**src/rtl/irqdist_pkg.sv**
```systemverilog
package irqdist_pkg;
  localparam int ADDR_W = 10;

  localparam logic [ADDR_W-1:0] A_CTRL = 10'h000;
  localparam logic [ADDR_W-1:0] A_TYPE = 10'h001;
  localparam logic [ADDR_W-1:0] A_SGI  = 10'h3C0;

  localparam logic [4:0] G_EN_SET = 5'h02;
  localparam logic [4:0] G_EN_CLR = 5'h03;
  localparam logic [4:0] G_PD_SET = 5'h04;
  localparam logic [4:0] G_PD_CLR = 5'h05;
  localparam logic [1:0] G_PRI    = 2'h1;
  localparam logic [1:0] G_TGT    = 2'h2;
  localparam logic [3:0] G_CFG    = 4'hC;

  typedef struct packed {
    logic ctrlWr;
    logic enSet;
    logic enClr;
    logic pdSet;
    logic pdClr;
    logic priWr;
    logic tgtWr;
    logic cfgWr;
    logic sgiWr;
  } regStrobe_t;

  typedef enum logic [3:0] {
    SEL_NONE, SEL_CTRL, SEL_TYPE, SEL_EN, SEL_PD, SEL_PRI, SEL_TGT, SEL_CFG
  } rdSel_t;
endpackage

```
**src/rtl/irqdist_decode.sv**
```systemverilog
module irqdist_decode
  import irqdist_pkg::*;
#(
  parameter int NUM_IRQS = 64
) (
  input  logic              regWr,
  input  logic [ADDR_W-1:0] regAddr,
  output regStrobe_t        strobe,
  output rdSel_t            rdSel,
  output logic [7:0]        wordIdx
);
  localparam int EN_WORDS  = NUM_IRQS / 32;
  localparam int PRI_WORDS = NUM_IRQS / 4;
  localparam int CFG_WORDS = NUM_IRQS / 16;

  always_comb begin
    strobe  = '0;
    rdSel   = SEL_NONE;
    wordIdx = '0;
    if (regAddr == A_CTRL) begin
      rdSel = SEL_CTRL;
      strobe.ctrlWr = regWr;
    end else if (regAddr == A_TYPE) begin
      rdSel = SEL_TYPE;
    end else if (regAddr == A_SGI) begin
      strobe.sgiWr = regWr;
    end else if (regAddr[9:8] == 2'b00) begin
      wordIdx = {3'b000, regAddr[4:0]};
      if (int'(regAddr[4:0]) < EN_WORDS) begin
        case (regAddr[9:5])
          G_EN_SET: begin rdSel = SEL_EN; strobe.enSet = regWr; end
          G_EN_CLR: begin rdSel = SEL_EN; strobe.enClr = regWr; end
          G_PD_SET: begin rdSel = SEL_PD; strobe.pdSet = regWr; end
          G_PD_CLR: begin rdSel = SEL_PD; strobe.pdClr = regWr; end
          default: ;
        endcase
      end
    end else if (regAddr[9:8] == G_PRI) begin
      wordIdx = regAddr[7:0];
      if (int'(regAddr[7:0]) < PRI_WORDS) begin
        rdSel = SEL_PRI;
        strobe.priWr = regWr;
      end
    end else if (regAddr[9:8] == G_TGT) begin
      wordIdx = regAddr[7:0];
      if (int'(regAddr[7:0]) < PRI_WORDS) begin
        rdSel = SEL_TGT;
        strobe.tgtWr = regWr;
      end
    end else if (regAddr[9:6] == G_CFG) begin
      wordIdx = {2'b00, regAddr[5:0]};
      if (int'(regAddr[5:0]) < CFG_WORDS) begin
        rdSel = SEL_CFG;
        strobe.cfgWr = regWr;
      end
    end
  end
endmodule

```
**src/rtl/irqdist_state.sv**
```systemverilog
module irqdist_state
  import irqdist_pkg::*;
#(
  parameter int NUM_CPUS = 4,
  parameter int NUM_IRQS = 64
) (
  input  logic                         clk,
  input  logic                         rstN,
  input  regStrobe_t                   strobe,
  input  rdSel_t                       rdSel,
  input  logic [7:0]                   wordIdx,
  input  logic [31:0]                  regWdata,
  input  logic [(NUM_CPUS>1 ? $clog2(NUM_CPUS) : 1)-1:0] accCpu,
  input  logic [NUM_IRQS-33:0]         srcIrq,
  output logic [31:0]                  regRdata,
  output logic [NUM_CPUS*NUM_IRQS-1:0] cpuIrq
);
  localparam int NUM_SPI = NUM_IRQS - 32;

  logic                               ctrlEn;
  logic [NUM_CPUS-1:0][31:0]          bankEn, bankEnNx, bankPd, bankPdNx;
  logic [NUM_CPUS-1:0][15:0]          bankEdge, bankEdgeNx;
  logic [NUM_SPI-1:0]                 shEn, shEnNx, shPd, shPdNx, shEdge, shEdgeNx, srcPrev;
  logic [NUM_IRQS-1:0][7:0]           pri, priNx;
  logic [NUM_SPI-1:0][NUM_CPUS-1:0]   tgt, tgtNx;
  logic [NUM_CPUS-1:0]                cpuOneHot;

  assign cpuOneHot = NUM_CPUS'(1) << accCpu;

  // next-state: software writes first, line-driven sets after (set wins)
  always_comb begin
    bankEnNx   = bankEn;
    bankPdNx   = bankPd;
    bankEdgeNx = bankEdge;
    shEnNx     = shEn;
    shPdNx     = shPd;
    shEdgeNx   = shEdge;
    priNx      = pri;
    tgtNx      = tgt;
    if (wordIdx == 8'd0) begin
      if (strobe.enSet) bankEnNx[accCpu] = bankEn[accCpu] | regWdata;
      if (strobe.enClr) bankEnNx[accCpu] = bankEn[accCpu] & ~regWdata;
      if (strobe.pdSet) bankPdNx[accCpu] = bankPd[accCpu] | regWdata;
      if (strobe.pdClr) bankPdNx[accCpu] = bankPd[accCpu] & ~regWdata;
    end
    if (strobe.cfgWr && wordIdx == 8'd1) begin
      for (int i = 0; i < 16; i++) bankEdgeNx[accCpu][i] = regWdata[2*i+1];
    end
    if (strobe.sgiWr) begin
      for (int k = 0; k < NUM_CPUS; k++) begin
        if (regWdata[16+k]) bankPdNx[k][regWdata[3:0]] = 1'b1;
      end
    end
    for (int i = 0; i < NUM_SPI; i++) begin
      if (int'(wordIdx) == i/32 + 1 && regWdata[i%32]) begin
        if (strobe.enSet) shEnNx[i] = 1'b1;
        if (strobe.enClr) shEnNx[i] = 1'b0;
        if (strobe.pdSet) shPdNx[i] = 1'b1;
        if (strobe.pdClr) shPdNx[i] = 1'b0;
      end
      if (strobe.cfgWr && int'(wordIdx) == (i+32)/16)
        shEdgeNx[i] = regWdata[2*((i+32)%16)+1];
      if (strobe.tgtWr && int'(wordIdx) == (i+32)/4)
        tgtNx[i] = regWdata[8*((i+32)%4) +: NUM_CPUS];
      if (shEdge[i] ? (srcIrq[i] && !srcPrev[i]) : srcIrq[i])
        shPdNx[i] = 1'b1;
    end
    for (int i = 0; i < NUM_IRQS; i++) begin
      if (strobe.priWr && int'(wordIdx) == i/4) priNx[i] = regWdata[8*(i%4) +: 8];
    end
  end

  always_ff @(posedge clk or negedge rstN) begin
    if (!rstN) begin
      ctrlEn   <= 1'b0;
      bankEn   <= '0;
      bankPd   <= '0;
      bankEdge <= '0;
      shEn     <= '0;
      shPd     <= '0;
      shEdge   <= '0;
      srcPrev  <= '0;
      pri      <= '0;
      tgt      <= '0;
    end else begin
      if (strobe.ctrlWr) ctrlEn <= regWdata[0];
      bankEn   <= bankEnNx;
      bankPd   <= bankPdNx;
      bankEdge <= bankEdgeNx;
      shEn     <= shEnNx;
      shPd     <= shPdNx;
      shEdge   <= shEdgeNx;
      srcPrev  <= srcIrq;
      pri      <= priNx;
      tgt      <= tgtNx;
    end
  end

  always_comb begin
    regRdata = '0;
    case (rdSel)
      SEL_CTRL: regRdata[0] = ctrlEn;
      SEL_TYPE: begin
        regRdata[4:0] = 5'(NUM_IRQS/32 - 1);
        regRdata[7:5] = 3'(NUM_CPUS - 1);
      end
      SEL_EN: begin
        if (wordIdx == 8'd0) regRdata = bankEn[accCpu];
        for (int i = 0; i < NUM_SPI; i++)
          if (int'(wordIdx) == i/32 + 1) regRdata[i%32] = shEn[i];
      end
      SEL_PD: begin
        if (wordIdx == 8'd0) regRdata = bankPd[accCpu];
        for (int i = 0; i < NUM_SPI; i++)
          if (int'(wordIdx) == i/32 + 1) regRdata[i%32] = shPd[i];
      end
      SEL_PRI: begin
        for (int i = 0; i < NUM_IRQS; i++)
          if (int'(wordIdx) == i/4) regRdata[8*(i%4) +: 8] = pri[i];
      end
      SEL_TGT: begin
        if (wordIdx < 8'd8) begin
          for (int b = 0; b < 4; b++) regRdata[8*b +: NUM_CPUS] = cpuOneHot;
        end
        for (int i = 0; i < NUM_SPI; i++)
          if (int'(wordIdx) == (i+32)/4) regRdata[8*((i+32)%4) +: NUM_CPUS] = tgt[i];
      end
      SEL_CFG: begin
        if (wordIdx == 8'd0) regRdata = 32'hAAAA_AAAA;
        if (wordIdx == 8'd1) begin
          for (int i = 0; i < 16; i++) regRdata[2*i+1] = bankEdge[accCpu][i];
        end
        for (int i = 0; i < NUM_SPI; i++)
          if (int'(wordIdx) == (i+32)/16) regRdata[2*((i+32)%16)+1] = shEdge[i];
      end
      default: regRdata = '0;
    endcase
  end

  for (genvar k = 0; k < NUM_CPUS; k++) begin : g_cpu
    for (genvar n = 0; n < NUM_IRQS; n++) begin : g_id
      if (n < 32) begin : g_priv
        assign cpuIrq[k*NUM_IRQS+n] = ctrlEn & bankEn[k][n] & bankPd[k][n];
      end else begin : g_shared
        assign cpuIrq[k*NUM_IRQS+n] = ctrlEn & shEn[n-32] & shPd[n-32] & tgt[n-32][k];
      end
    end
  end

  AST_ENSET_HOLDS: assert property (@(posedge clk) disable iff (!rstN)
    (strobe.enSet && wordIdx == 8'd0) |=>
      ((bankEn[$past(accCpu)] & $past(regWdata)) == $past(regWdata)));
  AST_ENCLR_DROPS: assert property (@(posedge clk) disable iff (!rstN)
    (strobe.enClr && wordIdx == 8'd0) |=>
      ((bankEn[$past(accCpu)] & $past(regWdata)) == 32'd0));
  AST_TGT_LOW_RO: assert property (@(posedge clk) disable iff (!rstN)
    (strobe.tgtWr && wordIdx < 8'd8) |=> $stable(tgt));

  for (genvar k = 0; k < NUM_CPUS; k++) begin : g_sgiChk
    AST_SGI_PENDS: assert property (@(posedge clk) disable iff (!rstN)
      (strobe.sgiWr && regWdata[16+k]) |=> bankPd[k][$past(regWdata[3:0])]);
  end
  for (genvar i = 0; i < NUM_SPI; i++) begin : g_edgeChk
    AST_EDGE_WINS: assert property (@(posedge clk) disable iff (!rstN)
      (shEdge[i] && srcIrq[i] && !srcPrev[i]) |=> shPd[i]);
  end
endmodule

```
**src/rtl/irq_distributor.sv**
```systemverilog
module irq_distributor
  import irqdist_pkg::*;
#(
  parameter int NUM_CPUS = 4,
  parameter int NUM_IRQS = 64,
  localparam int CPU_W = (NUM_CPUS > 1) ? $clog2(NUM_CPUS) : 1
) (
  input  logic                         clk,
  input  logic                         rstN,
  input  logic                         regWr,
  input  logic [9:0]                   regAddr,
  input  logic [31:0]                  regWdata,
  input  logic [CPU_W-1:0]             accCpu,
  output logic [31:0]                  regRdata,
  input  logic [NUM_IRQS-33:0]         srcIrq,
  output logic [NUM_CPUS*NUM_IRQS-1:0] cpuIrq
);
  regStrobe_t strobe;
  rdSel_t     rdSel;
  logic [7:0] wordIdx;

  irqdist_decode #(.NUM_IRQS(NUM_IRQS)) u_decode (
    .regWr   (regWr),
    .regAddr (regAddr),
    .strobe  (strobe),
    .rdSel   (rdSel),
    .wordIdx (wordIdx)
  );

  irqdist_state #(.NUM_CPUS(NUM_CPUS), .NUM_IRQS(NUM_IRQS)) u_state (
    .clk      (clk),
    .rstN     (rstN),
    .strobe   (strobe),
    .rdSel    (rdSel),
    .wordIdx  (wordIdx),
    .regWdata (regWdata),
    .accCpu   (accCpu),
    .srcIrq   (srcIrq),
    .regRdata (regRdata),
    .cpuIrq   (cpuIrq)
  );
endmodule

```
**config.mk**
```make
export PLATFORM = sky130hd
export DESIGN_NAME = irq_distributor
export DESIGN_NICKNAME = d
export VERILOG_FILES = /design/src/rtl/irqdist_pkg.sv /design/src/rtl/irqdist_decode.sv /design/src/rtl/irqdist_state.sv /design/src/rtl/irq_distributor.sv
export SDC_FILE = /design/constraint.sdc
export NUM_CORES = 2
export LEC_CHECK = 0
export CELL_PAD_IN_SITES_DETAIL_PLACEMENT = 1
export CELL_PAD_IN_SITES_GLOBAL_PLACEMENT = 1
export CORE_ASPECT_RATIO = 1.2
export CORE_MARGIN = 3
export CORE_UTILIZATION = 48
export CTS_CLUSTER_DIAMETER = 50
export DETAILED_ROUTE_END_ITERATION = 10
export PLACE_DENSITY = 0.91
export SLEW_MARGIN = 5
export SYNTH_ARGS = -nofsm -noshare
export SYNTH_HDL_FRONTEND = slang
export SYNTH_SLANG_ARGS = --single-unit
```
**constraint.sdc**
```tcl
create_clock -name clk -period 4.8 [get_ports clk]
set_input_delay 1.2 -clock clk [delete_from_list [all_inputs] [get_ports clk]]
set_output_delay 1.2 -clock clk [all_outputs]
set_load 0.02 [all_outputs]
```
==> results of run 1 <==
## stage by stage
step	setup slack (ns)	cells	area (sq um)
floorplan	0.0747	4627	53400
global placement	-1.39	6581	61900
detailed placement	-1.32	6581	61900
CTS	-0.142	6925	69300
## routing by layer
layer	GRT usage	overflow
met5	0.357	1
met4	0.745	102
met3	0.628	2
met2	0.868	98
met1	0.713	3
## cell families after synthesis
group	Yosys count	share of synthesized area
compound gates	1157	0.149
flops	1089	0.510
simple gates	1044	0.107
mux	832	0.192
buf+inv	502	0.0418
xor+xnor	3	0.000492
## timing repair
action,CTS
setup buffers,141
resized for setup,539
hold buffers,0
setup endpoints to repair,36
cloned,10
pin swaps,135
## Yosys cell counts, drive strengths merged, types with 46 or more instances
master  instances  area (sq um)
clkbuf        253           950
o22a           73           639
a21o           46           345
mux2          737          8300
a31oi         136           851
or3            50           313
mux4           80          1800
nand2         223           840
nor2          208           803
a22oi         167          1250
o22ai         251          1570
and2          137           857
dfrtp        1089         27300
o21ai          85           425
a21oi         180           905
and3          178          1110
buf           211          1140
==> impl_metrics.ini, run 1 <==
[logic_synthesis]
synth_seq_cells = 1089
async_flop_share = 1.00
synth_nets = 4706
synth_top_flop_cell = dfrtp_1
yosysWarningCount = 0
synth-edff-count = 0
ys_seq_area_frac = 0.510
avgSynthCellArea_sq_um = 11.5
syn_inst = 4627
synth.distinct_cells = 85
synthesis.area_sq_um = 53400

[die]
boundaryPins = 367
fp.dieW_um = 311
std_cell_rows = 133
start_util = 0.486
die_h_um = 372

[clock_network]
htree_levels = 3
cts_buffers = 114
clockRootBuffer = clkbuf_16
clockBufferDepth = 3
cts_sinks = 1089

[status]
first-error = [ERROR GRT-0232] Routing congestion too high. Check the congestion heatmap in the GUI.
status = did not finish
stop_stage = global routing

[place]
port-buffer-count = 366
dp_hpwl_um = 180000
gp_congestion = 1.07

[grt]
grt_util_all_layers = 0.733
gr-total-overflow = 206
antenna_found_initial = 84
grt_max_degree = 166

[sta]
worst_endpoint_kind = output port
crit_endpoint = regRdata[25]
==> run 2, diff against run 1 <==
CELL_PAD_IN_SITES_DETAIL_PLACEMENT = not set   (was 1)
CELL_PAD_IN_SITES_GLOBAL_PLACEMENT = not set   (was 1)
CORE_ASPECT_RATIO = not set   (was 1.2)
CORE_UTILIZATION = 35   (was 48)
CTS_CLUSTER_DIAMETER = not set   (was 50)
PLACE_DENSITY = not set   (was 0.91)
PLACE_DENSITY_LB_ADDON = 0.15   (was not set)
==> impl_metrics.ini, run 2 <==
[status]
status = finished, violations left
violations = setup timing

[sta]
maxSlewViolCount = 0
finalCritPeriodShare = 1.07
postLayoutSetupSlackWorst_ns = -0.326
hold_violations = 0
relSlewSlack = 0.101
setup_viol = 32
rsz0062_at_grt = true
fin_worst_skew_ns = 0.0331
layout_min_cycle_time_ns = 5.13
worst-slew-pin-transition_ns = 1.35
fmax_mhz = 195

[critical_path]
crit_fanout = 4
crit_top_cell = buf_12
crit_arrival_ns = 3.93
cp.required_ns = 3.60
worstPathCellList = buf_8 > o32a_4 > buf_6 > buf_12 > nor4_4 > buf_6 > buf_12 > buf_12 > buf_12 > a22oi_2 > and4_1 > o211ai_1 > a211o_4 > buf_6
r2r_slack_ns = 2.62
worstSetupPathType = input port to output pin
crit_cells = 14
slowest_delay_ns = 0.51
r2r_cells = 6
crit_buf_inv = 8
critical_path.endpoint_type = output pin
cp_top_family = compound AO/OA/AOI/OAI gates
cp_slowest_cell = o211ai_1
critical_path.startpoint_type = input port

[logic_synthesis]
yosys.cell_count.top_type = dfrtp_1
synth_seq_cells = 1089
yosysWarningCount = 0
synth_top_cell_area_share = 0.510
yosys-top-cells-count = dfrtp_1, mux2_2, clkbuf_1
synth_top_cell_by_area = dfrtp_1
async_flop_share = 1.00
ys_seq_area_frac = 0.510
avgSynthCellArea_sq_um = 11.5
synth_nets = 4706
synthesis.area_sq_um = 53400
synth-edff-count = 0
synth.distinct_cells = 85
yosys-top-cells-area = dfrtp_1, mux2_2, mux4_2
synth_top_flop_cell = dfrtp_1
syn_inst = 4627

[die]
core_sq_um = 151000
fp.dieW_um = 397
std_cell_rows = 142
start_util = 0.355
die_h_um = 397
dieArea_sq_um = 157000
boundaryPins = 367

[finish]
largest_reg_flops = 512
layout_commonest_cell = dfrtp_1
utilization = 0.476
area_delta_synth_final_pct = 34.1
top_register = u_state.pri
final_cell_mix = dfrtp_1, mux2_2, buf_4
nets = 5467
final_area_sq_um = 71700
drive_above_1_share = 0.376

[pwr]
power.density_nw_per_um2 = 287
total_leakage_power_nw = 33.1
p_seq_frac = 0.450
swShare = 0.247
power.share.clock = 0.479
p_comb_frac = 0.071
power.switching_mw = 5.08
vdd_drop_max_mv = 0.280
p_int_mw = 15.5

[place]
port-buffer-count = 366
dp_hpwl_um = 174000
placed_area_sq_um = 63200
gp_congestion = 0.976

[clock_network]
clkTransAtPathRegs_ns = 0.06
clk-insertion-delay-late_ns = 0.77
htree_levels = 3
cts_buffers = 119
clockRootBuffer = clkbuf_16
cts_sinks = 1089
cts_tree = built
clockBufferDepth = 3

[drt]
via_per_inst = 6.17
drc_errors = 0
routedWlPerCell_um = 33.9
routed-via-count = 46400
wirelength_um = 254000
antenna_left = 0
drt-initial-drc-count = 5616
firstDrtPassIters = 5

[worst_hold_path]
hp-class = input port to asynchronous set/reset pin

[grt]
gr-total-overflow = 0
grt_max_degree = 86
grt_pass1_wl_um = 357000
first_global_vias = 45400
antenna_found_initial = 19
grt_util_all_layers = 0.315

[job]
maxCapViolCount = 0
## run 2: logic make-up after synthesis
family / synth area share
AO/OA/AOI/OAI: 0.149
XOR/XNOR: 0.000492
buffers and inverters: 0.0418
flip-flops: 0.510
multiplexers: 0.192
AND/OR/NAND/NOR: 0.107
## run 2: cell type report
cell class                      count  area, sq um
Fill cell                       13800        79000
Sequential cell                  1089        27300
Multi-Input combinational cell   3036        26000
Timing Repair Buffer             1104        11600
Clock buffer                      171         3440
Tap cell                         2016         2520
Clock inverter                     47          686
Inverter                           38          146
Antenna cell                        7         17.5
## run 2: final timing paths
| path | startpoint | end |
|---|---|---|
| worst max-delay path | regAddr[6] | regRdata[26] |
| worst min-delay path | rstN | u_state.tgt[2]$_DFFE_PN0P_ |
| worst max register to register | u_state.bankPd[79]$_DFF_PN0_ | u_state.bankPd[79]$_DFF_PN0_ |
| worst min register to register | u_state.pri[306]$_DFFE_PN0P_ | u_state.pri[306]$_DFFE_PN0P_ |
| max in group asynchronous | rstN | u_state.bankPd[62]$_DFFE_PN0N_ |
| min in group clk | u_state.pri[306]$_DFFE_PN0P_ | u_state.pri[306]$_DFFE_PN0P_ |
## run 2: per-layer routing
layer	part of all wire	GRT usage	routed length, um	up-vias
li1	-	-	-	19000
met5	0.00035	0	89	-
met2	0.43	0.463	109000	2462
met3	0.10	0.0902	25400	555
met4	0.049	0.134	12600	12
met1	0.42	0.433	107000	24400
## run 2: through the flow
stage	setup TNS (ns)	std cells	total power, mW	worst slack [ns]	hold WS [ns]
2_1_floorplan	0	4627	9.85	0.0747	0.449
3_3_place_gp	-39.02	7115	10.6	-1.24	0.467
3_5_place_dp	-43.51	7115	10.7	-1.26	0.476
4_1_cts	-4.23	7452	20.6	-0.220	0.475
5_1_grt	-4.20	7503	21.1	-0.298	0.490
6_report	-3.18	7508	20.6	-0.326	0.461
## run 2: power by group through the flow
stage	Clock, mW	Combinational, mW	Sequential [mW]
3_5_place_dp	0	1.21	9.44
6_report	9.87	1.45	9.28
4_1_cts	9.97	1.36	9.27
3_3_place_gp	0	1.21	9.44
5_1_grt	10.4	1.52	9.27
2_1_floorplan	0	0.427	9.43
## run 2: repair_timing
action                     in CTS  in global routing
gates resized for setup       329                287
setup buffers                 111                 76
gates cloned                   15                  3
pin swaps                     103                137
setup endpoints to repair      32                 36
hold buffers                    0                  0
## run 2: worst register-to-register path: stages (launching register included)
cell     delay [ns]
dfrtp_1        0.44
mux4_2         0.57
nand2_1        0.15
o21ai_0        0.22
and4_1         0.37
a22oi_1        0.22
nand2_1        0.09
Power figures use the tool's default switching activity.
